File: src/rtl/regwin_pkg.sv
package regwin_pkg;

  typedef enum logic [1:0] {
    OP_IDLE    = 2'd0,
    OP_SAVE    = 2'd1,
    OP_RESTORE = 2'd2,
    OP_FLUSH   = 2'd3
  } win_op_e;

  typedef enum logic [2:0] {
    TK_NONE      = 3'd0,
    TK_SPILL_NRM = 3'd1,
    TK_SPILL_OTH = 3'd2,
    TK_FILL_NRM  = 3'd3,
    TK_FILL_OTH  = 3'd4,
    TK_CLEAN     = 3'd5
  } trap_kind_e;

  localparam int NCNT       = 5;
  localparam int IDX_CWP    = 0;
  localparam int IDX_CSAVE  = 1;
  localparam int IDX_CREST  = 2;
  localparam int IDX_CLEAN  = 3;
  localparam int IDX_OTHER  = 4;
  localparam int SEL_W      = 3;
  localparam int WSTATE_W   = 2 * SEL_W;

  // Step a counter value by d (may be negative), result kept in [0, n).
  function automatic int wrap_step(input int v, input int d, input int n);
    int r;
    r = (v + d) % n;
    if (r < 0) r = r + n;
    return r;
  endfunction

  // Value each counter takes at reset.
  function automatic int reset_of(input int idx, input int n);
    int r;
    case (idx)
      IDX_CSAVE: r = n - 2;
      IDX_CLEAN: r = n - 2;
      default:   r = 0;
    endcase
    return r;
  endfunction

endpackage

File: src/rtl/regwin_cnt.sv
module regwin_cnt #(
  parameter int CNT_W   = 3,
  parameter int RST_VAL = 0
) (
  input  logic             clk,
  input  logic             rst,
  input  logic             wr_en,
  input  logic [CNT_W-1:0] wr_data,
  input  logic             upd_en,
  input  logic [CNT_W-1:0] upd_val,
  output logic [CNT_W-1:0] q
);

  localparam logic [CNT_W-1:0] RST_Q = CNT_W'(RST_VAL);

  always_ff @(posedge clk) begin
    if (rst)          q <= RST_Q;
    else if (wr_en)   q <= wr_data;
    else if (upd_en)  q <= upd_val;
  end

  // a direct write lands on the next edge, whatever the request did
  p_write_wins_r10: assert property (@(posedge clk) disable iff (rst)
    wr_en |=> q == $past(wr_data));

  // Without write or update the count holds
  p_hold_r10: assert property (@(posedge clk) disable iff (rst)
    (!wr_en && !upd_en) |=> $stable(q));

endmodule

File: src/rtl/regwin_decide.sv
module regwin_decide
  import regwin_pkg::*;
#(
  parameter int NWIN  = 8,
  parameter int CNT_W = 3
) (
  input  win_op_e                     op,
  input  logic [CNT_W-1:0]            cnt [NCNT],
  input  logic [WSTATE_W-1:0]         wstate,
  output trap_kind_e                  kind,
  output logic [SEL_W-1:0]            sel,
  output logic                        done,
  output logic [NCNT-1:0]             upd_en,
  output logic [CNT_W-1:0]            upd_val [NCNT]
);

  logic              other_ctx;
  logic [SEL_W-1:0]  handler;
  logic              clean_short;
  logic              flush_full;
  int                cwp_i, cs_i, cr_i;

  assign cwp_i       = int'(cnt[IDX_CWP]);
  assign cs_i        = int'(cnt[IDX_CSAVE]);
  assign cr_i        = int'(cnt[IDX_CREST]);
  assign other_ctx   = (cnt[IDX_OTHER] != '0);
  assign handler     = other_ctx ? wstate[WSTATE_W-1:SEL_W] : wstate[SEL_W-1:0];
  assign clean_short = (wrap_step(int'(cnt[IDX_CLEAN]), -cr_i, NWIN) == 0);
  assign flush_full  = ((NWIN - 2 - cs_i) == 0);

  always_comb begin
    kind   = TK_NONE;
    sel    = '0;
    done   = 1'b0;
    upd_en = '0;
    for (int i = 0; i < NCNT; i++) upd_val[i] = cnt[i];

    unique case (op)
      OP_SAVE: begin
        if (cnt[IDX_CSAVE] == '0) begin
          kind = other_ctx ? TK_SPILL_OTH : TK_SPILL_NRM;
          sel  = handler;
          upd_en[IDX_CWP]  = 1'b1;
          upd_val[IDX_CWP] = CNT_W'(wrap_step(cwp_i, 2, NWIN));
        end else if (clean_short) begin
          kind = TK_CLEAN;
        end else begin
          done = 1'b1;
          upd_en[IDX_CWP]    = 1'b1;
          upd_en[IDX_CSAVE]  = 1'b1;
          upd_en[IDX_CREST]  = 1'b1;
          upd_val[IDX_CWP]   = CNT_W'(wrap_step(cwp_i, 1, NWIN));
          upd_val[IDX_CSAVE] = CNT_W'(wrap_step(cs_i, -1, NWIN));
          upd_val[IDX_CREST] = CNT_W'(wrap_step(cr_i, 1, NWIN));
        end
      end
      OP_RESTORE: begin
        if (cnt[IDX_CREST] == '0) begin
          kind = other_ctx ? TK_FILL_OTH : TK_FILL_NRM;
          sel  = handler;
        end else begin
          done = 1'b1;
          upd_en[IDX_CWP]    = 1'b1;
          upd_en[IDX_CSAVE]  = 1'b1;
          upd_en[IDX_CREST]  = 1'b1;
          upd_val[IDX_CWP]   = CNT_W'(wrap_step(cwp_i, -1, NWIN));
          upd_val[IDX_CSAVE] = CNT_W'(wrap_step(cs_i, 1, NWIN));
          upd_val[IDX_CREST] = CNT_W'(wrap_step(cr_i, -1, NWIN));
        end
      end
      OP_FLUSH: begin
        if (flush_full) begin
          kind = other_ctx ? TK_SPILL_OTH : TK_SPILL_NRM;
          sel  = handler;
        end else begin
          done = 1'b1;
        end
      end
      default: ;
    endcase
  end

  // a decision is never both a trap and a completion
  always_comb begin
    a_excl_r9: assert (!(done && (kind != TK_NONE)));
  end

endmodule

File: src/rtl/regwin_ctrl.sv
module regwin_ctrl
  import regwin_pkg::*;
#(
  parameter int NWIN  = 8,
  parameter int CNT_W = $clog2(NWIN)
) (
  input  logic                    clk,
  input  logic                    rst,
  input  logic [1:0]              op_code,
  input  logic [5:0]              wstate_in,
  input  logic [4:0]              wr_en,
  input  logic [5*CNT_W-1:0]      wr_data,
  output logic [CNT_W-1:0]        cwp,
  output logic [CNT_W-1:0]        cansave,
  output logic [CNT_W-1:0]        canrestore,
  output logic [CNT_W-1:0]        cleanwin,
  output logic [CNT_W-1:0]        otherwin,
  output logic                    trap_valid,
  output logic [2:0]              trap_kind,
  output logic [2:0]              trap_sel,
  output logic                    op_done
);

  win_op_e           op;
  logic [CNT_W-1:0]  cnt_q   [NCNT];
  logic [CNT_W-1:0]  upd_val [NCNT];
  logic [NCNT-1:0]   upd_en;
  trap_kind_e        dec_kind;
  logic [SEL_W-1:0]  dec_sel;
  logic              dec_done;

  assign op = win_op_e'(op_code);

  regwin_decide #(.NWIN(NWIN), .CNT_W(CNT_W)) u_decide (
    .op      (op),
    .cnt     (cnt_q),
    .wstate  (wstate_in),
    .kind    (dec_kind),
    .sel     (dec_sel),
    .done    (dec_done),
    .upd_en  (upd_en),
    .upd_val (upd_val)
  );

  for (genvar g = 0; g < NCNT; g++) begin : g_cnt
    regwin_cnt #(.CNT_W(CNT_W), .RST_VAL(reset_of(g, NWIN))) u_cnt (
      .clk     (clk),
      .rst     (rst),
      .wr_en   (wr_en[g]),
      .wr_data (wr_data[g*CNT_W +: CNT_W]),
      .upd_en  (upd_en[g]),
      .upd_val (upd_val[g]),
      .q       (cnt_q[g])
    );
  end

  always_ff @(posedge clk) begin
    if (rst) begin
      trap_valid <= 1'b0;
      trap_kind  <= TK_NONE;
      trap_sel   <= '0;
      op_done    <= 1'b0;
    end else begin
      trap_valid <= (dec_kind != TK_NONE);
      trap_kind  <= dec_kind;
      trap_sel   <= dec_sel;
      op_done    <= dec_done;
    end
  end

  assign cwp        = cnt_q[IDX_CWP];
  assign cansave    = cnt_q[IDX_CSAVE];
  assign canrestore = cnt_q[IDX_CREST];
  assign cleanwin   = cnt_q[IDX_CLEAN];
  assign otherwin   = cnt_q[IDX_OTHER];

  p_pulse_excl_r9: assert property (@(posedge clk) disable iff (rst)
    !(trap_valid && op_done));

  p_idle_quiet_r9: assert property (@(posedge clk) disable iff (rst)
    (op_code == 2'd0) |=> (!trap_valid && !op_done));

  p_spill_step_r3: assert property (@(posedge clk) disable iff (rst)
    (op_code == 2'd1 && cansave == '0 && wr_en == '0)
      |=> (trap_valid && cwp == CNT_W'(wrap_step(int'($past(cwp)), 2, NWIN))));

  p_fill_hold_r5: assert property (@(posedge clk) disable iff (rst)
    (op_code == 2'd2 && canrestore == '0 && wr_en == '0)
      |=> (trap_valid && $stable(cwp) && $stable(cansave) && $stable(canrestore)));

  p_save_ok_r2: assert property (@(posedge clk) disable iff (rst)
    (op_code == 2'd1 && cansave != '0 && cleanwin != canrestore && wr_en == '0)
      |=> (op_done && canrestore == CNT_W'(wrap_step(int'($past(canrestore)), 1, NWIN))));

  p_sel_other_r8: assert property (@(posedge clk) disable iff (rst)
    (trap_valid && (trap_kind == TK_SPILL_OTH || trap_kind == TK_FILL_OTH))
      |-> trap_sel == $past(wstate_in[5:3]));

endmodule

File: config.mk
export PLATFORM = sky130hd
export DESIGN_NAME = regwin_ctrl
export DESIGN_NICKNAME = d
export VERILOG_FILES = /design/src/rtl/regwin_pkg.sv /design/src/rtl/regwin_cnt.sv /design/src/rtl/regwin_decide.sv /design/src/rtl/regwin_ctrl.sv
export SDC_FILE = /design/constraint.sdc
export NUM_CORES = 1
export LEC_CHECK = 0
export ABC_CLOCK_PERIOD_IN_PS = 3160
export BUFFER_PORTS_ARGS = -buffer_cell sky130_fd_sc_hd__buf_2
export CAP_MARGIN = 20
export CORE_MARGIN = 5
export CORE_UTILIZATION = 53
export DETAILED_ROUTE_END_ITERATION = 8
export PLACE_DENSITY_LB_ADDON = 0.25
export RECOVER_POWER = 25
export SETUP_SLACK_MARGIN = 0.3
export SLEW_MARGIN = 30
export SYNTH_ARGS = -nofsm -noshare
export SYNTH_HDL_FRONTEND = slang
export SYNTH_SLANG_ARGS = --single-unit
File: constraint.sdc
create_clock -name clk -period 3.16 [get_ports clk]
set_input_delay 0.632 -clock clk [delete_from_list [all_inputs] [get_ports clk]]
set_output_delay 0.632 -clock clk [all_outputs]
set_load 0.01 [all_outputs]
==> results of run 1 <==
[flip-flops by register name (all words and copies together) (netlist names)]
name           cells
op_done            1
g_cnt.u_cnt.q     15
trap_sel           3
trap_kind          3
trap_valid         1
[metrics by stage]
stage | cell area (µm²) | hold WS (ps) | setup WS [ps] | cells
after floorplan | 1460 | 533 | 1080 | 157
after global placement | 1730 | 486 | 710 | 235
after detailed placement | 1730 | 515 | 642 | 235
after CTS | 1760 | 518 | 983 | 239
after global routing | 1750 | 537 | 814 | 239
final | 1750 | 527 | 972 | 239
[worst min-delay path: cells and delay by family]
family | cells | cell delay [ps]
buffers and inverters | 1 | 70
AO/OA/AOI/OAI | 1 | 60
AND/OR/NAND/NOR | 1 | 40
[kinds of logic after synthesis]
family,count (synthesis)
flops,23
fa+ha+maj,15
simple gates,54
compound gates,30
xor+xnor,3
mux,11
buf+inv,21
[area by class of cell]
class,instances,area (µm²),area share [%]
well taps,31,38.8,2.22
repair buffers,52,250,14.3
clock inverters,1,5.00,0.286
flip-flops and latches,23,460,26.3
multi-input cells,113,911,52.1
clock buffers,3,22.5,1.29
inverters,16,60.1,3.44
[synth_stat cells, types with 2 or more instances]
master / n / area (µm²)
nor3_1: 9 / 45.0
nand4_1: 2 / 12.5
mux2i_1: 9 / 90.1
buf_1: 2 / 7.51
dfxtp_1: 23 / 460
a211oi_1: 2 / 15.0
o21ai_0: 2 / 10.0
a2111oi_0: 2 / 17.5
nor2b_1: 2 / 12.5
or3_1: 2 / 12.5
and2_1: 3 / 18.8
and3b_1: 2 / 17.5
mux2_2: 2 / 22.5
nand3_1: 4 / 20.0
a311o_1: 2 / 20.0
a21oi_1: 5 / 25.0
and3_1: 2 / 12.5
nand2_1: 5 / 18.8
nor2_1: 9 / 33.8
ha_1: 14 / 175
inv_1: 16 / 60.1
a311oi_1: 5 / 43.8
nand2b_1: 2 / 12.5
or2b_1: 2 / 15.0
nor4_1: 2 / 12.5
[path summary, 6_finish.rpt]
check	start	end	slack, ps	cells past startpoint
max	op_code[0]	g_cnt[1].u_cnt.q[2]$_SDFFE_PP1P_	970	7
min	wr_data[10]	g_cnt[3].u_cnt.q[1]$_SDFFE_PP1P_	530	3
max reg2reg	g_cnt[2].u_cnt.q[0]$_SDFFE_PP0P_	g_cnt[0].u_cnt.q[0]$_SDFFE_PP0P_	1010	6
min reg2reg	g_cnt[3].u_cnt.q[0]$_SDFFE_PP0P_	g_cnt[3].u_cnt.q[0]$_SDFFE_PP0P_	550	2
[power by group]
part,switching [mW],internal (mW)
clock network,0.0895,0.0473
logic,0.105,0.0874
registers,0.0177,0.310
total,0.212,0.445
[metal layers]
metal	routed length [µm]	track usage, %	share of wire [%]
met1	1480	22.2	46
met2	1580	29.0	49
met3	161	2.88	5.0
met4	8	2.92	0.25
met5	0	0	0
==> out/summary.txt, run 1 <==
result of the run -> completed
total inserted antenna cells -> 0
overall routing resource usage -> 16.8%
number of buffer cells added on primary ports -> 52
Setup-failing EPs final -> 0
highest fanout seen on the critical path -> 12
width of the chip -> 62.5 µm
number of primary I/O pins -> 53
number of nets with antenna violations after detailed routing -> 0
fraction of final layout cells sized beyond drive strength 1 -> 28.8%
ratio of routed vias to standard cells -> 5.54
EDFF count, synth -> 0
total of flip-flops plus latches after synthesis -> 23
Resized Gates After CTS -> 0
# Post-CTS Setup Buffers -> 0
kind of path behind the tightest hold check -> input pin to flip-flop
htree depth -> 1
root buffer selected by CTS -> clkbuf_4
post-synthesis sequential area ratio -> 31.6%
Pwr per Cell Area -> 376 nW/µm²
Filler cells -> 230
total number of vias -> 1324
Detail Placement HPWL -> 2.61 mm
transition time of the tightest slew-check pin -> 669 ps
number of instances in the synthesized netlist -> 157
largest net degree at the start of global routing -> 15
weighted congestion at the end of routability-driven global placement -> 0.797
nature of the critical path endpoint -> flip-flop
post-synthesis mux area share -> 7.72%
share of flip-flops with an asynchronous set or reset after synthesis -> 0%
crit path DAT -> 2390 ps
delay of the slowest critical-path stage -> 480 ps
maximum capacitance violations -> 0
power after layout -> 657 µW
Post-Synthesis Cell Area -> 1460 µm²
antenna violations before repair -> 0
share of the clock period used by the worst path -> 69.2%
area fraction in compound gates after synthesis -> 15.9%
worst vdd ir -> 0.337 mV
worst-case headroom to the max-slew limit -> 55.1%
number of detailed-routing iterations run before antenna repair -> 6
Setup Skew -> 4.20 ps
commonest non-fill, non-tap cell in the layout -> buf_2
remaining global-route overflow -> 0
final wirelength -> 3.24 mm
starting density of the core -> 54.3%
most used cells in the layout excluding fill and tap cells -> 44 x buf_2, 23 x dfxtp_1, 16 x inv_1
syn_nets -> 202
Final #Nets -> 254
synthesized-area fraction occupied by xor and xnor cells -> 2.83%
total of hold buffers inserted after clock tree synthesis -> 0
RSZ-0062 raised after global routing -> no
per-instance average area after synthesis -> 9.29 µm²
worst skew pair latency -> 310 ps
leakage power of the design -> 0.835 nW
min Tclk post-route -> 2190 ps
cell type group with the largest total delay on the critical path -> simple AND/OR/NAND/NOR gates
Worst Path Class, Setup -> input pin to flip-flop
number of global-route vias before repair -> 1343
final cell utilization of the core -> 65.1%
combinational family with the most area after synthesis -> simple AND/OR/NAND/NOR gates
leading register cell type out of synthesis -> dfxtp_1
Worst path slowest cell -> and3b_1
post-DR wirelength/cell -> 13.5 µm
die area -> 3900 µm²
number of DRC violations after detailed-routing iteration 0 -> 49
yosys warns -> 0
setup_tns -> 0 ps
number of rows in the core area -> 19
floorplan core area -> 2690 µm²
Slew Limit Fails -> 0
CP Data Required Time -> 3360 ps
simple-gate share of the synthesized area -> 22.6%
total CTS buffers -> 3
cells along the critical path -> buf_2 -> inv_1 -> ha_1 -> and3b_1 -> nor4_1 -> a2111oi_0 -> nor3_1
fraction of the mapped netlist area in adder cells -> 13.4%
clock-pin slew on the worst setup and hold paths -> 120 ps
clock tree from TritonCTS -> done
CTS sink count -> 23
count of buffering cells on the critical path with inverters included -> 2
timing-limited maximum frequency -> 457 MHz
Distinct cells, synth -> 52
vertical die dimension -> 62.5 µm
wire length of the first global-routing pass -> 5.71 mm
final hold viol count -> 0
Worst Setup Start Kind -> input pin
Bufs on Longest Clock Path -> 2
synth-to-layout area growth -> 19.8%
DRC violation count after routing -> 0
(Power assumes the default switching activity.)
==> run 2, diff against run 1 <==
ABC_CLOCK_PERIOD_IN_PS = 2200   (was 3160)
CORE_UTILIZATION = 49   (was 53)
clock period = 2.2 ns   (was 3.16 ns; I/O delays follow)
==> run 2 against run 1 <==
Compared with the run above: total power up 51%; sequential share of layout area down 1.8 points; final cell count up 3.8%; clock skew down 0.66 ps; critical endpoint is now g_cnt[2].u_cnt.q[2]$_SDFFE_PP0P_; highest routed layer unchanged.
==> out/summary.txt, run 2 (synthesized netlist as in run 1, its figures left out) <==
Register Area -> 467 µm² (was 460 µm²)
total inserted antenna cells -> 0 (unchanged)
total area of multi-input combinational cells -> 981 µm² (was 911 µm²)
htree depth -> 1 (unchanged)
RSZ-0062 raised after global routing -> yes (was no)
leakage power of the design -> 0.893 nW (was 0.835 nW)
delay of the slowest critical-path stage -> 510 ps (was 480 ps)
Final #Nets -> 263 (was 254)
post-DR wirelength/cell -> 14.8 µm (was 13.5 µm)
CP Data Required Time -> 2430 ps (was 3360 ps)
commonest non-fill, non-tap cell in the layout -> buf_2 (unchanged)
area of all placed cells without fillers -> 1900 µm² (was 1750 µm²)
antenna violations before repair -> 0 (unchanged)
ratio of routed vias to standard cells -> 5.47 (was 5.54)
floorplan core area -> 2810 µm² (was 2690 µm²)
Filler cells -> 254 (was 230)
vertical die dimension -> 64.6 µm (was 62.5 µm)
area after detailed placement -> 1770 µm² (was 1730 µm²)
highest fanout seen on the critical path -> 8 (was 12)
share of the clock period used by the worst path -> 89.9%
met1 capacity usage during global routing -> 21.6% (was 22.2%)
register bank with the most flops -> g_cnt.u_cnt.q (unchanged)
CTS sink count -> 23 (unchanged)
worst skew pair latency -> 300 ps (was 310 ps)
final wirelength -> 3.68 mm (was 3.24 mm)
crit path DAT -> 2200 ps (was 2390 ps)
nature of the critical path endpoint -> flip-flop (unchanged)
starting density of the core -> 52.0% (was 54.3%)
final hold viol count -> 0 (unchanged)
kind of path behind the tightest hold check -> input pin to flip-flop (unchanged)
worst vdd ir -> 0.265 mV (was 0.337 mV)
clock-pin slew on the worst setup and hold paths -> 130 ps (was 120 ps)
Detail Placement HPWL -> 2.86 mm (was 2.61 mm)
DRC violation count after routing -> 0 (unchanged)
global-route met2 utilization -> 35.6% (was 29.0%)
number of buffer cells added on primary ports -> 52 (unchanged)
clock tree from TritonCTS -> done (unchanged)
number of rows in the core area -> 19 (unchanged)
number of global-route vias before repair -> 1421 (was 1343)
most used cells in the layout excluding fill and tap cells -> 46 x buf_2, 20 x dfxtp_1, 15 x inv_1 (was 44 x buf_2, 23 x dfxtp_1, 16 x inv_1)
Bufs on Longest Clock Path -> 2 (unchanged)
timing-limited maximum frequency -> 506 MHz
maximum capacitance violations -> 0 (unchanged)
setup_tns -> 0 ps (unchanged)
wire length of the first global-routing pass -> 6.29 mm (was 5.71 mm)
min Tclk post-route -> 1980 ps
die area -> 4170 µm² (was 3900 µm²)
Pwr per Cell Area -> 521 nW/µm² (was 376 nW/µm²)
power after layout -> 990 µW (was 657 µW)
cells along the critical path -> inv_2 -> ha_4 -> fa_2 -> and2_4 -> nand3_4 -> a31o_4 -> a311oi_2 (was buf_2 -> inv_1 -> ha_1 -> and3b_1 -> nor4_1 -> a2111oi_0 -> nor3_1)
most used routing layer in global routing -> met2 (unchanged)
total number of vias -> 1356 (was 1324)
total CTS buffers -> 3 (unchanged)
number of nets with antenna violations after detailed routing -> 0 (unchanged)
overall routing resource usage -> 18.6% (was 16.8%)
number of DRC violations after detailed-routing iteration 0 -> 42 (was 49)
largest net degree at the start of global routing -> 15 (unchanged)
Worst Path Class, Setup -> flip-flop to flip-flop (was input pin to flip-flop)
weighted congestion at the end of routability-driven global placement -> 0.878 (was 0.797)
largest registers in the final layout -> g_cnt.u_cnt.q (15), trap_kind (3), trap_sel (3) (unchanged)
synth-to-layout area growth -> 30.1% (was 19.8%)
root buffer selected by CTS -> clkbuf_4 (unchanged)
GR met3 Demand/Resource -> 2.59% (was 2.88%)
Setup-failing EPs final -> 0 (unchanged)
Slew Limit Fails -> 0 (unchanged)
Worst path slowest cell -> fa_2 (was and3b_1)
fraction of final layout cells sized beyond drive strength 1 -> 39.2% (was 28.8%)
remaining global-route overflow -> 0 (unchanged)
transition time of the tightest slew-check pin -> 708 ps (was 669 ps)
Setup Skew -> 3.53 ps (was 4.20 ps)
width of the chip -> 64.6 µm (was 62.5 µm)
result of the run -> completed (unchanged)
worst-case headroom to the max-slew limit -> 52.8% (was 55.1%)
number of primary I/O pins -> 53 (unchanged)
number of detailed-routing iterations run before antenna repair -> 4 (was 6)
Worst Setup Start Kind -> flip-flop (was input pin)
max reg flops -> 15 (unchanged)
-- run 2: final timing paths --
kind                                                        from                          endpoint  slack [ps]  cells past startpoint
worst max register to register  g_cnt[3].u_cnt.q[0]$_SDFFE_PP0P_  g_cnt[2].u_cnt.q[2]$_SDFFE_PP0P_         220                      7
worst min register to register  g_cnt[3].u_cnt.q[2]$_SDFFE_PP1P_  g_cnt[3].u_cnt.q[2]$_SDFFE_PP1P_         550                      2
worst max-delay path            g_cnt[3].u_cnt.q[0]$_SDFFE_PP0P_  g_cnt[2].u_cnt.q[2]$_SDFFE_PP0P_         220                      7
worst min-delay path                                    wr_en[2]  g_cnt[2].u_cnt.q[1]$_SDFFE_PP0P_         330                      2
-- run 2: power breakdown --
| group | switching [mW] | total (mW) | internal, mW |
|---|---|---|---|
| combinational | 0.170 | 0.322 | 0.152 |
| sequential | 0.0263 | 0.472 | 0.446 |
| clock | 0.127 | 0.195 | 0.0677 |
| total | 0.324 | 0.990 | 0.666 |
-- run 2: area by class of cell --
cell class              instances  area share [%]
clock buffers                   3            1.19
clock inverters                 1           0.264
inverters                      16            3.16
multi-input cells             113            51.7
flip-flops and latches         23            24.6
well taps                      31            2.04
repair buffers                 61            17.1
-- run 2: what timing repair did --
item / CTS / global route
setup endpoints to repair: 8 / 9
buffers inserted: 4 / 3
pin swaps: 4 / 6
gates resized for setup: 7 / 8
endpoints found under the hold margin: 0 / 0
hold buffers: 0 / 0
-- run 2: critical path, delay by kind of cell, from the launching register on --
family / cells / cell delay, ps
AO/OA/AOI/OAI: 2 / 510
adder cells (fa/ha/maj): 2 / 660
buffers and inverters: 1 / 50
flip-flops: 1 / 370
AND/OR/NAND/NOR: 2 / 310
-- run 2: per-layer routing --
metal  part of all wire, %  wire (µm)
met1                    43       1580
met2                    53       1960
met4                  0.98         36
met5                     0          0
met3                   2.6         96
-- run 2: through the flow --
| step | setup slack, ps | utilization [%] | instances | hold slack [ps] |
|---|---|---|---|---|
| detailed placement | 135 | 63.2 | 237 | 503 |
| global route | 130 | 67.7 | 248 | 315 |
| finish | 223 | 67.7 | 248 | 327 |
| global placement | 202 | 63.2 | 237 | 486 |
| CTS | 238 | 66.1 | 245 | 320 |
| floorplan | 257 | - | 157 | 517 |
